File: src/rtl/fmul_pkg.sv
package fmul_pkg;

  // Operand category after decoding the exponent and fraction fields.
  typedef enum logic [1:0] {
    CLS_ZERO = 2'd0,  // exponent field 0: zero, or a flushed denormal
    CLS_NORM = 2'd1,
    CLS_INF  = 2'd2,
    CLS_NAN  = 2'd3
  } opnd_cls_e;

  typedef struct packed {
    logic      sgn;
    opnd_cls_e cls;
  } opnd_tag_t;

  typedef struct packed {
    logic ovf;
    logic unf;
    logic inv;
  } mul_flags_t;

endpackage

File: src/rtl/fmul_unpack.sv
module fmul_unpack
  import fmul_pkg::*;
#(
  parameter int EXP_W = 8,
  parameter int MAN_W = 23
) (
  input  logic [EXP_W+MAN_W:0] word,
  output opnd_tag_t            tag,
  output logic [EXP_W-1:0]     exp_f,
  output logic [MAN_W:0]       sig
);
  localparam int WORD_W = 1 + EXP_W + MAN_W;

  logic [MAN_W-1:0] frac_f;
  logic             exp_zero;
  logic             exp_full;

  assign exp_f    = word[WORD_W-2 -: EXP_W];
  assign frac_f   = word[MAN_W-1:0];
  assign exp_zero = (exp_f == '0);
  assign exp_full = (exp_f == '1);

  always_comb begin
    tag.sgn = word[WORD_W-1];
    if (exp_zero)          tag.cls = CLS_ZERO;
    else if (!exp_full)    tag.cls = CLS_NORM;
    else if (frac_f == '0) tag.cls = CLS_INF;
    else                   tag.cls = CLS_NAN;
  end

  // The hidden one is inserted only for a normal operand; denormals flush.
  assign sig = {tag.cls == CLS_NORM, (tag.cls == CLS_NORM) ? frac_f : '0};

endmodule

File: src/rtl/fmul_sigmul.sv
module fmul_sigmul #(
  parameter int MAN_W = 23
) (
  input  logic [MAN_W:0]   sig_a,
  input  logic [MAN_W:0]   sig_b,
  output logic [MAN_W-1:0] frac_trunc,
  output logic             rnd_bit,
  output logic             stk_bit,
  output logic             prod_hi
);
  localparam int SIG_W  = MAN_W + 1;
  localparam int PROD_W = 2 * SIG_W;

  logic [PROD_W-1:0] prod;
  logic [PROD_W-1:0] aligned;

  // Full double-width significand product; the result lies in [1,4).
  assign prod    = PROD_W'(sig_a) * PROD_W'(sig_b);
  assign prod_hi = prod[PROD_W-1];

  // One-place alignment: a product in [2,4) keeps its position,
  // a product in [1,2) is moved up so the leading one is at the same bit.
  assign aligned = prod_hi ? prod : {prod[PROD_W-2:0], 1'b0};

  assign frac_trunc = aligned[PROD_W-2 -: MAN_W];
  assign rnd_bit    = aligned[PROD_W-2-MAN_W];
  assign stk_bit    = |aligned[PROD_W-3-MAN_W:0];

endmodule

File: src/rtl/fmul_round.sv
module fmul_round #(
  parameter int EXP_W = 8,
  parameter int MAN_W = 23
) (
  input  logic [EXP_W-1:0]         exp_a,
  input  logic [EXP_W-1:0]         exp_b,
  input  logic [MAN_W-1:0]         frac_trunc,
  input  logic                     rnd_bit,
  input  logic                     stk_bit,
  input  logic                     prod_hi,
  output logic signed [EXP_W+1:0]  exp_out,
  output logic [MAN_W-1:0]         frac_out
);
  localparam int EXT_W = EXP_W + 2;
  localparam int BIAS  = (1 << (EXP_W - 1)) - 1;
  localparam logic signed [EXT_W-1:0] BIAS_S = EXT_W'(BIAS);

  logic                    round_up;
  logic [MAN_W:0]          frac_sum;
  logic                    frac_carry;
  logic signed [EXT_W-1:0] exp_sum;

  // Nearest, ties to even: raise when above half, or at half with odd LSB.
  assign round_up   = rnd_bit & (stk_bit | frac_trunc[0]);
  assign frac_sum   = {1'b0, frac_trunc} + {{MAN_W{1'b0}}, round_up};
  assign frac_carry = frac_sum[MAN_W];

  // Biased exponent sum with one bias removed, in a widened signed range.
  assign exp_sum = $signed({2'b00, exp_a}) + $signed({2'b00, exp_b}) - BIAS_S;

  // A carry out of the fraction leaves all fraction bits zero.
  assign exp_out  = exp_sum
                  + $signed({{(EXT_W-1){1'b0}}, prod_hi})
                  + $signed({{(EXT_W-1){1'b0}}, frac_carry});
  assign frac_out = frac_sum[MAN_W-1:0];

endmodule

File: src/rtl/fmul_resolve.sv
module fmul_resolve
  import fmul_pkg::*;
#(
  parameter int EXP_W = 8,
  parameter int MAN_W = 23
) (
  input  opnd_tag_t                tag_a,
  input  opnd_tag_t                tag_b,
  input  logic signed [EXP_W+1:0]  exp_num,
  input  logic [MAN_W-1:0]         frac_num,
  output logic [EXP_W+MAN_W:0]     result,
  output mul_flags_t               flags
);
  localparam int EXT_W  = EXP_W + 2;
  localparam int WORD_W = 1 + EXP_W + MAN_W;
  localparam logic signed [EXT_W-1:0] EXP_TOP = EXT_W'((1 << EXP_W) - 2);
  localparam logic signed [EXT_W-1:0] EXP_MIN = EXT_W'(1);
  localparam logic [WORD_W-1:0] QNAN =
    {1'b0, {EXP_W{1'b1}}, 1'b1, {(MAN_W-1){1'b0}}};

  logic sgn;
  logic any_nan;
  logic any_inf;
  logic any_zero;

  assign sgn      = tag_a.sgn ^ tag_b.sgn;
  assign any_nan  = (tag_a.cls == CLS_NAN)  || (tag_b.cls == CLS_NAN);
  assign any_inf  = (tag_a.cls == CLS_INF)  || (tag_b.cls == CLS_INF);
  assign any_zero = (tag_a.cls == CLS_ZERO) || (tag_b.cls == CLS_ZERO);

  // Special operands take priority over the arithmetic path, in this order.
  always_comb begin
    flags  = '0;
    result = {sgn, exp_num[EXP_W-1:0], frac_num};
    if (any_nan) begin
      result = QNAN;
    end else if (any_inf && any_zero) begin
      result    = QNAN;
      flags.inv = 1'b1;
    end else if (any_inf) begin
      result = {sgn, {EXP_W{1'b1}}, {MAN_W{1'b0}}};
    end else if (any_zero) begin
      result = {sgn, {(WORD_W-1){1'b0}}};
    end else if (exp_num > EXP_TOP) begin
      result    = {sgn, {EXP_W{1'b1}}, {MAN_W{1'b0}}};
      flags.ovf = 1'b1;
    end else if (exp_num < EXP_MIN) begin
      result    = {sgn, {(WORD_W-1){1'b0}}};
      flags.unf = 1'b1;
    end
  end

endmodule

File: src/rtl/fp32_mul_stream.sv
module fp32_mul_stream
  import fmul_pkg::*;
#(
  parameter int EXP_W = 8,
  parameter int MAN_W = 23
) (
  input  logic                   clk,
  input  logic                   rst_n,
  input  logic                   in_valid,
  output logic                   in_ready,
  input  logic [EXP_W+MAN_W:0]   in_a,
  input  logic [EXP_W+MAN_W:0]   in_b,
  output logic                   out_valid,
  input  logic                   out_ready,
  output logic [EXP_W+MAN_W:0]   out_prod,
  output logic                   out_ovf,
  output logic                   out_unf,
  output logic                   out_inv
);
  localparam int WORD_W = 1 + EXP_W + MAN_W;
  localparam int N_OPND = 2;

  logic [WORD_W-1:0] opnd   [N_OPND];
  opnd_tag_t         tag    [N_OPND];
  logic [EXP_W-1:0]  exp_f  [N_OPND];
  logic [MAN_W:0]    sig    [N_OPND];

  assign opnd[0] = in_a;
  assign opnd[1] = in_b;

  for (genvar gi = 0; gi < N_OPND; gi++) begin : g_unpack
    fmul_unpack #(.EXP_W(EXP_W), .MAN_W(MAN_W)) u_unpack (
      .word  (opnd[gi]),
      .tag   (tag[gi]),
      .exp_f (exp_f[gi]),
      .sig   (sig[gi])
    );
  end

  logic [MAN_W-1:0]        frac_trunc;
  logic                    rnd_bit;
  logic                    stk_bit;
  logic                    prod_hi;
  logic signed [EXP_W+1:0] exp_num;
  logic [MAN_W-1:0]        frac_num;
  logic [WORD_W-1:0]       result;
  mul_flags_t              flags;

  fmul_sigmul #(.MAN_W(MAN_W)) u_sigmul (
    .sig_a      (sig[0]),
    .sig_b      (sig[1]),
    .frac_trunc (frac_trunc),
    .rnd_bit    (rnd_bit),
    .stk_bit    (stk_bit),
    .prod_hi    (prod_hi)
  );

  fmul_round #(.EXP_W(EXP_W), .MAN_W(MAN_W)) u_round (
    .exp_a      (exp_f[0]),
    .exp_b      (exp_f[1]),
    .frac_trunc (frac_trunc),
    .rnd_bit    (rnd_bit),
    .stk_bit    (stk_bit),
    .prod_hi    (prod_hi),
    .exp_out    (exp_num),
    .frac_out   (frac_num)
  );

  fmul_resolve #(.EXP_W(EXP_W), .MAN_W(MAN_W)) u_resolve (
    .tag_a    (tag[0]),
    .tag_b    (tag[1]),
    .exp_num  (exp_num),
    .frac_num (frac_num),
    .result   (result),
    .flags    (flags)
  );

  // Single output register stage with pass-through ready.
  logic take_in;
  assign in_ready = !out_valid || out_ready;
  assign take_in  = in_valid && in_ready;

  always_ff @(posedge clk or negedge rst_n) begin
    if (!rst_n) begin
      out_valid <= 1'b0;
      out_prod  <= '0;
      out_ovf   <= 1'b0;
      out_unf   <= 1'b0;
      out_inv   <= 1'b0;
    end else if (take_in) begin
      out_valid <= 1'b1;
      out_prod  <= result;
      out_ovf   <= flags.ovf;
      out_unf   <= flags.unf;
      out_inv   <= flags.inv;
    end else if (out_ready) begin
      out_valid <= 1'b0;
    end
  end

  // a stalled result holds its value and flags.
  a_r1_stall_hold: assert property (@(posedge clk) disable iff (!rst_n)
    (out_valid && !out_ready) |=> (out_valid && $stable(out_prod)
      && $stable({out_ovf, out_unf, out_inv})));

  // an accepted pair is presented on the next edge.
  a_r1_accept_shows: assert property (@(posedge clk) disable iff (!rst_n)
    (in_valid && in_ready) |=> out_valid);

  // flags are mutually exclusive.
  a_r11_one_flag: assert property (@(posedge clk) disable iff (!rst_n)
    out_valid |-> $onehot0({out_ovf, out_unf, out_inv}));

  // overflow always comes with an infinity.
  a_r5_ovf_is_inf: assert property (@(posedge clk) disable iff (!rst_n)
    (out_valid && out_ovf) |->
      (out_prod[WORD_W-2:0] == {{EXP_W{1'b1}}, {MAN_W{1'b0}}}));

  // underflow always comes with a zero.
  a_r6_unf_is_zero: assert property (@(posedge clk) disable iff (!rst_n)
    (out_valid && out_unf) |-> (out_prod[WORD_W-2:0] == '0));

  // invalid always comes with the canonical quiet NaN.
  a_r8_inv_is_qnan: assert property (@(posedge clk) disable iff (!rst_n)
    (out_valid && out_inv) |->
      (out_prod == {1'b0, {EXP_W{1'b1}}, 1'b1, {(MAN_W-1){1'b0}}}));

endmodule

File: config.mk
export PLATFORM = sky130hd
export DESIGN_NAME = fp32_mul_stream
export DESIGN_NICKNAME = d
export VERILOG_FILES = /design/src/rtl/fmul_pkg.sv /design/src/rtl/fmul_unpack.sv /design/src/rtl/fmul_sigmul.sv /design/src/rtl/fmul_round.sv /design/src/rtl/fmul_resolve.sv /design/src/rtl/fp32_mul_stream.sv
export SDC_FILE = /design/constraint.sdc
export NUM_CORES = 2
export LEC_CHECK = 0
export CORE_MARGIN = 1
export CORE_UTILIZATION = 28
export CTS_BUF_LIST = sky130_fd_sc_hd__clkbuf_16
export DETAILED_ROUTE_END_ITERATION = 8
export SYNTH_ARGS = -nofsm -noshare
export SYNTH_HDL_FRONTEND = slang
export SYNTH_SLANG_ARGS = --single-unit
export TNS_END_PERCENT = 20
File: constraint.sdc
create_clock -name clk -period 5.3 [get_ports clk]
set_clock_uncertainty 0.15 [all_clocks]
set_input_delay 1.59 -clock clk [delete_from_list [all_inputs] [get_ports clk]]
set_output_delay 1.59 -clock clk [all_outputs]
set_load 0.01 [all_outputs]
# Word level (Yosys, flattened, before mapping)

Index checks and enable logic that the tools add are counted.

Flip-flop bits (word level): 36
Bits of input ports: 68

$add $sub $neg: 5
$mul: 1
$lt $le $gt $ge: 2
Equal/unequal tests: 8
Mux-type cells: 25
Bitwise logic cells: 3
Reduce and logical (&&, ||, !) cells: 15

Operators by type and width:

| operator              | number |
|---|---|
| $mux 31               | 4 |
| $mux 32               | 2 |
| $mul 24x24->48        | 1 |
| $mux 47               | 1 |
| $logic_not 23->1      | 2 |
| $mux 23               | 2 |
| $add 23x1->24         | 1 |
| $reduce_or 23->1      | 1 |
| $add 10x2->10         | 2 |
| $eq 8x8->1 const B    | 2 |
| $logic_not 8->1       | 2 |
| $mux 2                | 7 |
| $gt 10x9->1 const B   | 1 |
| $lt 10x2->1 const B   | 1 |
| $sub 10x8->10 const B | 1 |
| $add 8x8->9           | 1 |
| $eq 2x2->1 const B    | 4 |
| $mux 1                | 8 |
| $eq 2x1->1 const B    | 2 |
| $logic_not 2->1       | 2 |
| $logic_or 1x1->1      | 4 |
| $mux 3                | 1 |
| $logic_and 1x1->1     | 2 |
| $reduce_bool 2->1     | 1 |
| other kinds (4)       | 4 |

# Longest topological paths before layout

Word-level depth: 20
Mapped depth: 52
Depth with buffers taken out: 46

# Cells and area by module

Synthesis repeated with hierarchy kept, for this count alone.

Cells, all modules: 2617
Area total of the unflattened synthesis: 23120.9 um2

By module, submodules not included:

| module          | times used | cells an instance | area an instance (um2) | seq. area each (um2) |
|---|---|---|---|---|
| fmul_sigmul     | 1          | 2208              | 19246.0                | 0.0 |
| fp32_mul_stream | 1          | 77                | 1472.7                 | 900.9 |
| fmul_round      | 1          | 136               | 1033.5                 | 0.0 |
| fmul_unpack     | 2          | 51                | 396.6                  | 0.0 |
| fmul_resolve    | 1          | 94                | 575.6                  | 0.0 |

# Worst setup path after synthesis

Ideal clock, no wire load.

Path kind: input-to-reg
Start: input in_b[23]
End: register out_prod[10]
Setup time: 127 ps
Arrival time: 12498 ps
Required time: 5023 ps
Setup slack: -7475 ps
Stages on the path: 48
Buffers on the path: 6
Cell sequence: or4_1 > nor2_1 > a21oi_1 > and3_1 > clkbuf_1 > clkbuf_1 > clkbuf_1 > and3_1 > fa_1 > fa_1 > inv_1 > fa_1 > inv_1 > fa_1 > inv_1 > fa_1 > inv_1 > fa_1 > [12 not listed] > a2111o_1 > nor3_1 > nand4_1 > ha_1 > nor4_1 > or2_1 > fa_1 > nand2_1 > nor2_1 > xnor2_1 > nor3_1 > nand3_1 > o31a_1 > and4b_1 > buf_2 > inv_2 > clkbuf_2 > o21ai_0

Longest elaborated chain between the ends: 19
Elaborated cells on any way between the ends: 31

Ends and longest elaborated chain:

| what                 | RTL line              | source |
|---|---|---|
| start, declared      | fp32_mul_stream.sv:12 | `input logic [EXP_W+MAN_W:0] in_b,` |
| $eq 8x8->1           | fmul_unpack.sv:21     | `assign exp_full = (exp_f == '1);` |
| $mux 2               | fmul_unpack.sv:26     | `else if (!exp_full) tag.cls = CLS_NORM;` |
| $mux 2               | fmul_unpack.sv:25     | `if (exp_zero) tag.cls = CLS_ZERO;` |
| $eq 2x1->1           | fmul_unpack.sv:32     | `assign sig = {tag.cls == CLS_NORM, (tag.cls == CLS_NORM) ? frac_f : '0};` |
| $mux 23              | fmul_unpack.sv:32     |  |
| $mul 24x24->48       | fmul_sigmul.sv:18     | `assign prod = PROD_W'(sig_a) * PROD_W'(sig_b);` |
| $mux 47              | fmul_sigmul.sv:23     | `assign aligned = prod_hi ? prod : {prod[PROD_W-2:0], 1'b0};` |
| $reduce_or 23->1     | fmul_sigmul.sv:27     | `assign stk_bit = \|aligned[PROD_W-3-MAN_W:0];` |
| [3 not listed]       | n/a                   |  |
| $add 10x2->10        | fmul_round.sv:34      | `+ $signed({{(EXT_W-1){1'b0}}, frac_carry});` |
| $lt 10x2->1          | fmul_resolve.sv:47    | `end else if (exp_num < EXP_MIN) begin` |
| $mux 31              | fmul_resolve.sv:47    |  |
| $mux 31              | fmul_resolve.sv:44    | `end else if (exp_num > EXP_TOP) begin` |
| $mux 31              | fmul_resolve.sv:42    | `end else if (any_zero) begin` |
| $mux 31              | fmul_resolve.sv:40    | `end else if (any_inf) begin` |
| $mux 32              | fmul_resolve.sv:37    | `end else if (any_inf && any_zero) begin` |
| $mux 32 *            | fmul_resolve.sv:35    | `if (any_nan) begin` |
| end signal, assigned | fp32_mul_stream.sv:92 | `out_prod <= result;` |
| end, declared        | fp32_mul_stream.sv:15 | `output logic [EXP_W+MAN_W:0] out_prod,` |

Mark *: on every way between the ends. The rest lies on a longest branch, timed or not.
A chain may end at the register's enable or synchronous reset.

# Final worst setup path

Start: input in_b[27]
End: register out_prod[18]

Same word-level chain as after synthesis.

==> qor.tcl <==
set qor(flip_flop_and_latch_count_after_synthesis) 36
set qor(die_height_um) 292
set qor(synth_enable_flop_cells) 0
set qor(worstPathRequired_ns) 5.31
set qor(timing.slew.headroom_pct) 36.6
set qor(final_layout_size_suffix_gt1_share_pct) 22.6
set qor(num_rows) 105
set qor(insertedDiodeCount) 0
set qor(post_drt_via_cell_ratio) 4.90
set qor(worstHoldPathType) {reg2reg}
set qor(final.period_utilization_pct) 229
set qor(cts-htree-levels) 2
set qor(worstSkewPairLatency_ns) 0.27
set qor(max-cap-violations) 0
set qor(synth.lib_cells_used.distinct) 95
set qor(grt_start_max_net_pins) 43
set qor(synth.area.top_cells) {sky130_fd_sc_hd__fa_1, sky130_fd_sc_hd__ha_1, sky130_fd_sc_hd__inv_1}
set qor(start_util_pct) 28.5
set qor(yosysSeqAreaShare_pct) 3.83
set qor(syn-num-nets) 3518
set qor(drt_iter0_markers) 1658
set qor(signal_arrival_time_at_the_worst_endpoint_ns) 12.13
set qor(ios) 105
set qor(routed-via-count) 21200
set qor(path_clk_slew_ns) 0.06
set qor(synthesis.instances) 2779
set qor(ant_nets) 0
set qor(setup_slack_ns) -6.82
set qor(route.final.wire_length_um) 77700
set qor(critical-path-top-delay-family) {adder cells}
set qor(number_of_antenna_violations_at_the_first_check_in_global_routing) 3
set qor(clock_path_buffers) 2
set qor(run_status) {finished, violations left}
set qor(synthDominantAreaCellType) {sky130_fd_sc_hd__fa_1}
set qor(setup.worst_path.start_class) {input port}
set qor(tritoncts) {done}
set qor(failed_checks) {negative setup slack}
set qor(syn-cell-area_um2) 23600
set qor(first_global_vias) 22000
set qor(coreArea_um2) 82600
set qor(synth.top_cells.by_count) {sky130_fd_sc_hd__inv_1, sky130_fd_sc_hd__fa_1, sky130_fd_sc_hd__nand2_1}
set qor(numPortBuffers) 104
set qor(first_pass_grt_wire_length_um) 124000
set qor(dr.pass1.iters) 9
set qor(setup_viol) 33
set qor(worst-path-buf-inv) 8
set qor(tightestPinTransition_ns) 0.948
set qor(cp_common_cell) {sky130_fd_sc_hd__fa_1}
set qor(endpoint_kind) {register}
set qor(cts_root_buffer) {sky130_fd_sc_hd__clkbuf_16}
set qor(numClockSinks) 36
set qor(place.gp.congestion) 0.958
set qor(cts_inserted_buffers) 5
set qor(hold_violations) 0
set qor(min_period_ns) 12.12
set qor(synth_top_flop_cell) {sky130_fd_sc_hd__dfrtp_1}
set qor(grt_usage_pct) 18.3
set qor(synth.top_cell.area_share_pct) 41.1
set qor(fin_hold_ws_ns) 0.335
set qor(full_die_area_um2) 85300
set qor(cp_slowest_cell) {sky130_fd_sc_hd__or4_4}
set qor(synthArstFlopShare_pct) 100
set qor(critPathMaxStageDelay_ns) 0.60
set qor(drv_slew) 0
set qor(final_net_count) 3985
set qor(cp_max_fo) 22
set qor(rsz_0062_raised_after_global_routing) {true}
set qor(globalRouteOverflowTotal) 0
set qor(detail_route.wl_per_cell_um) 18.0
set qor(clock.fmax_mhz) 82.5
set qor(drc_markers) 0
set qor(timing_worst_setup_path_type) {in2reg}
set qor(synthesis.area_per_instance_um2) 8.47
set qor(area.growth.synth_to_final_pct) 30.0
set qor(synth-warning-count) 0
set qor(fp.dieW_um) 292
set qor(synthMostInstantiatedCell) {sky130_fd_sc_hd__inv_1}
set qor(place.detailed.hpwl_um) 65800
[per-layer routing]
metal,global-route usage [%],up-vias,share of wire [%]
li1,-,9730,-
met1,26.5,10600,46
met2,28.8,727,44
met3,2.91,97,7.6
met4,3.70,0,2.3
met5,0,-,0
[tightest hold or removal path, delay by kind of cell, from the launching register on]
| family | cells | cell delay [ns] |
|---|---|---|
| and+or+nand+nor | 1 | 0.05 |
| DFF | 1 | 0.34 |
| AOI/OAI and AO/OA | 1 | 0.06 |
[worst paths after layout]
path                               from  slack (ns)      endpoint  cells past startpoint
max                            in_b[27]       -6.82  out_prod[18]                     41
min                        out_prod[31]        0.34  out_prod[31]                      2
max reg2reg                   out_valid        2.76   out_prod[3]                      7
min reg2reg                out_prod[31]        0.34  out_prod[31]                      2
max in group asynchronous         rst_n        3.21  out_prod[29]                      1
min in group asynchronous         rst_n        1.27  out_prod[28]                      1
[layout make-up]
type | count | area (µm²)
clock inverters | 3 | 38.8
flip-flops and latches | 36 | 901
repair buffers | 642 | 5490
well taps | 1070 | 1340
clock buffers | 5 | 125
multi-input cells | 1979 | 20500
fillers | 8330 | 52000
inverters | 582 | 2190
[what timing repair did]
action	4_1_cts	5_1_grt
hold buffers	0	0
pin swaps	4	73
cloned	2	5
endpoints found under the setup margin	33	33
setup buffers	5	24
resized for setup	51	114
[logic make-up after synthesis]
kind of cell / count (synthesis) / synth area share (%)
xor+xnor: 58 / 2.28
buf+inv: 765 / 12.3
simple gates: 937 / 20.7
fa+ha+maj: 671 / 51.1
flops: 36 / 3.83
compound gates: 304 / 9.39
mux: 8 / 0.340
[state kept, by name (all words and copies together), names as in the netlist]
name and count:
out_prod 32, out_inv 1, out_ovf 1, out_unf 1, out_valid 1
[through the flow]
step / setup TNS, ns / area, µm² / instances / setup WS, ns / util [%]
global placement: -243.42 / 29400 / 4273 / -7.59 / 35.6
detailed placement: -246.28 / 29400 / 4273 / -7.79 / 35.6
global route: -230.09 / 30600 / 4317 / -7.15 / 37.1
finish: -219.24 / 30600 / 4317 / -6.82 / 37.1
CTS: -229.31 / 29900 / 4288 / -7.11 / 36.2
floorplan: -216.10 / 24000 / 2779 / -6.72 / -
[layout by cell type (no fill, tap or decap), types with 8 or more instances in the layout]
cell type,Yosys,layout
sky130_fd_sc_hd__clkbuf_16,0,10
sky130_fd_sc_hd__nor2_1,75,65
sky130_fd_sc_hd__nand3_1,48,44
sky130_fd_sc_hd__fa_2,0,18
sky130_fd_sc_hd__xor2_1,24,23
sky130_fd_sc_hd__o21a_1,13,13
sky130_fd_sc_hd__o21ai_1,10,25
sky130_fd_sc_hd__nor3b_1,8,8
sky130_fd_sc_hd__ha_4,0,20
sky130_fd_sc_hd__fa_1,484,466
sky130_fd_sc_hd__ha_1,187,167
sky130_fd_sc_hd__buf_6,0,8
sky130_fd_sc_hd__nand4_1,29,29
sky130_fd_sc_hd__o211ai_1,19,19
sky130_fd_sc_hd__nor4_1,20,16
sky130_fd_sc_hd__clkdlybuf4s50_1,0,87
sky130_fd_sc_hd__nand2_1,346,340
sky130_fd_sc_hd__nor3_1,30,26
sky130_fd_sc_hd__inv_1,581,577
sky130_fd_sc_hd__a21o_1,20,20
sky130_fd_sc_hd__and3_4,0,10
sky130_fd_sc_hd__o22a_1,8,8
sky130_fd_sc_hd__a21oi_2,4,11
sky130_fd_sc_hd__dlymetal6s2s_1,0,11
sky130_fd_sc_hd__xnor2_1,30,28
sky130_fd_sc_hd__and3_1,273,263
sky130_fd_sc_hd__o21ai_0,51,30
sky130_fd_sc_hd__o21bai_1,8,8
sky130_fd_sc_hd__dfrtp_1,36,36
sky130_fd_sc_hd__a21oi_1,70,59
sky130_fd_sc_hd__and2_1,44,38
sky130_fd_sc_hd__buf_4,0,503
sky130_fd_sc_hd__buf_12,0,20
Power is not shown: default switching activity piles up to over one toggle a cycle in this logic, so the estimate is an artifact.
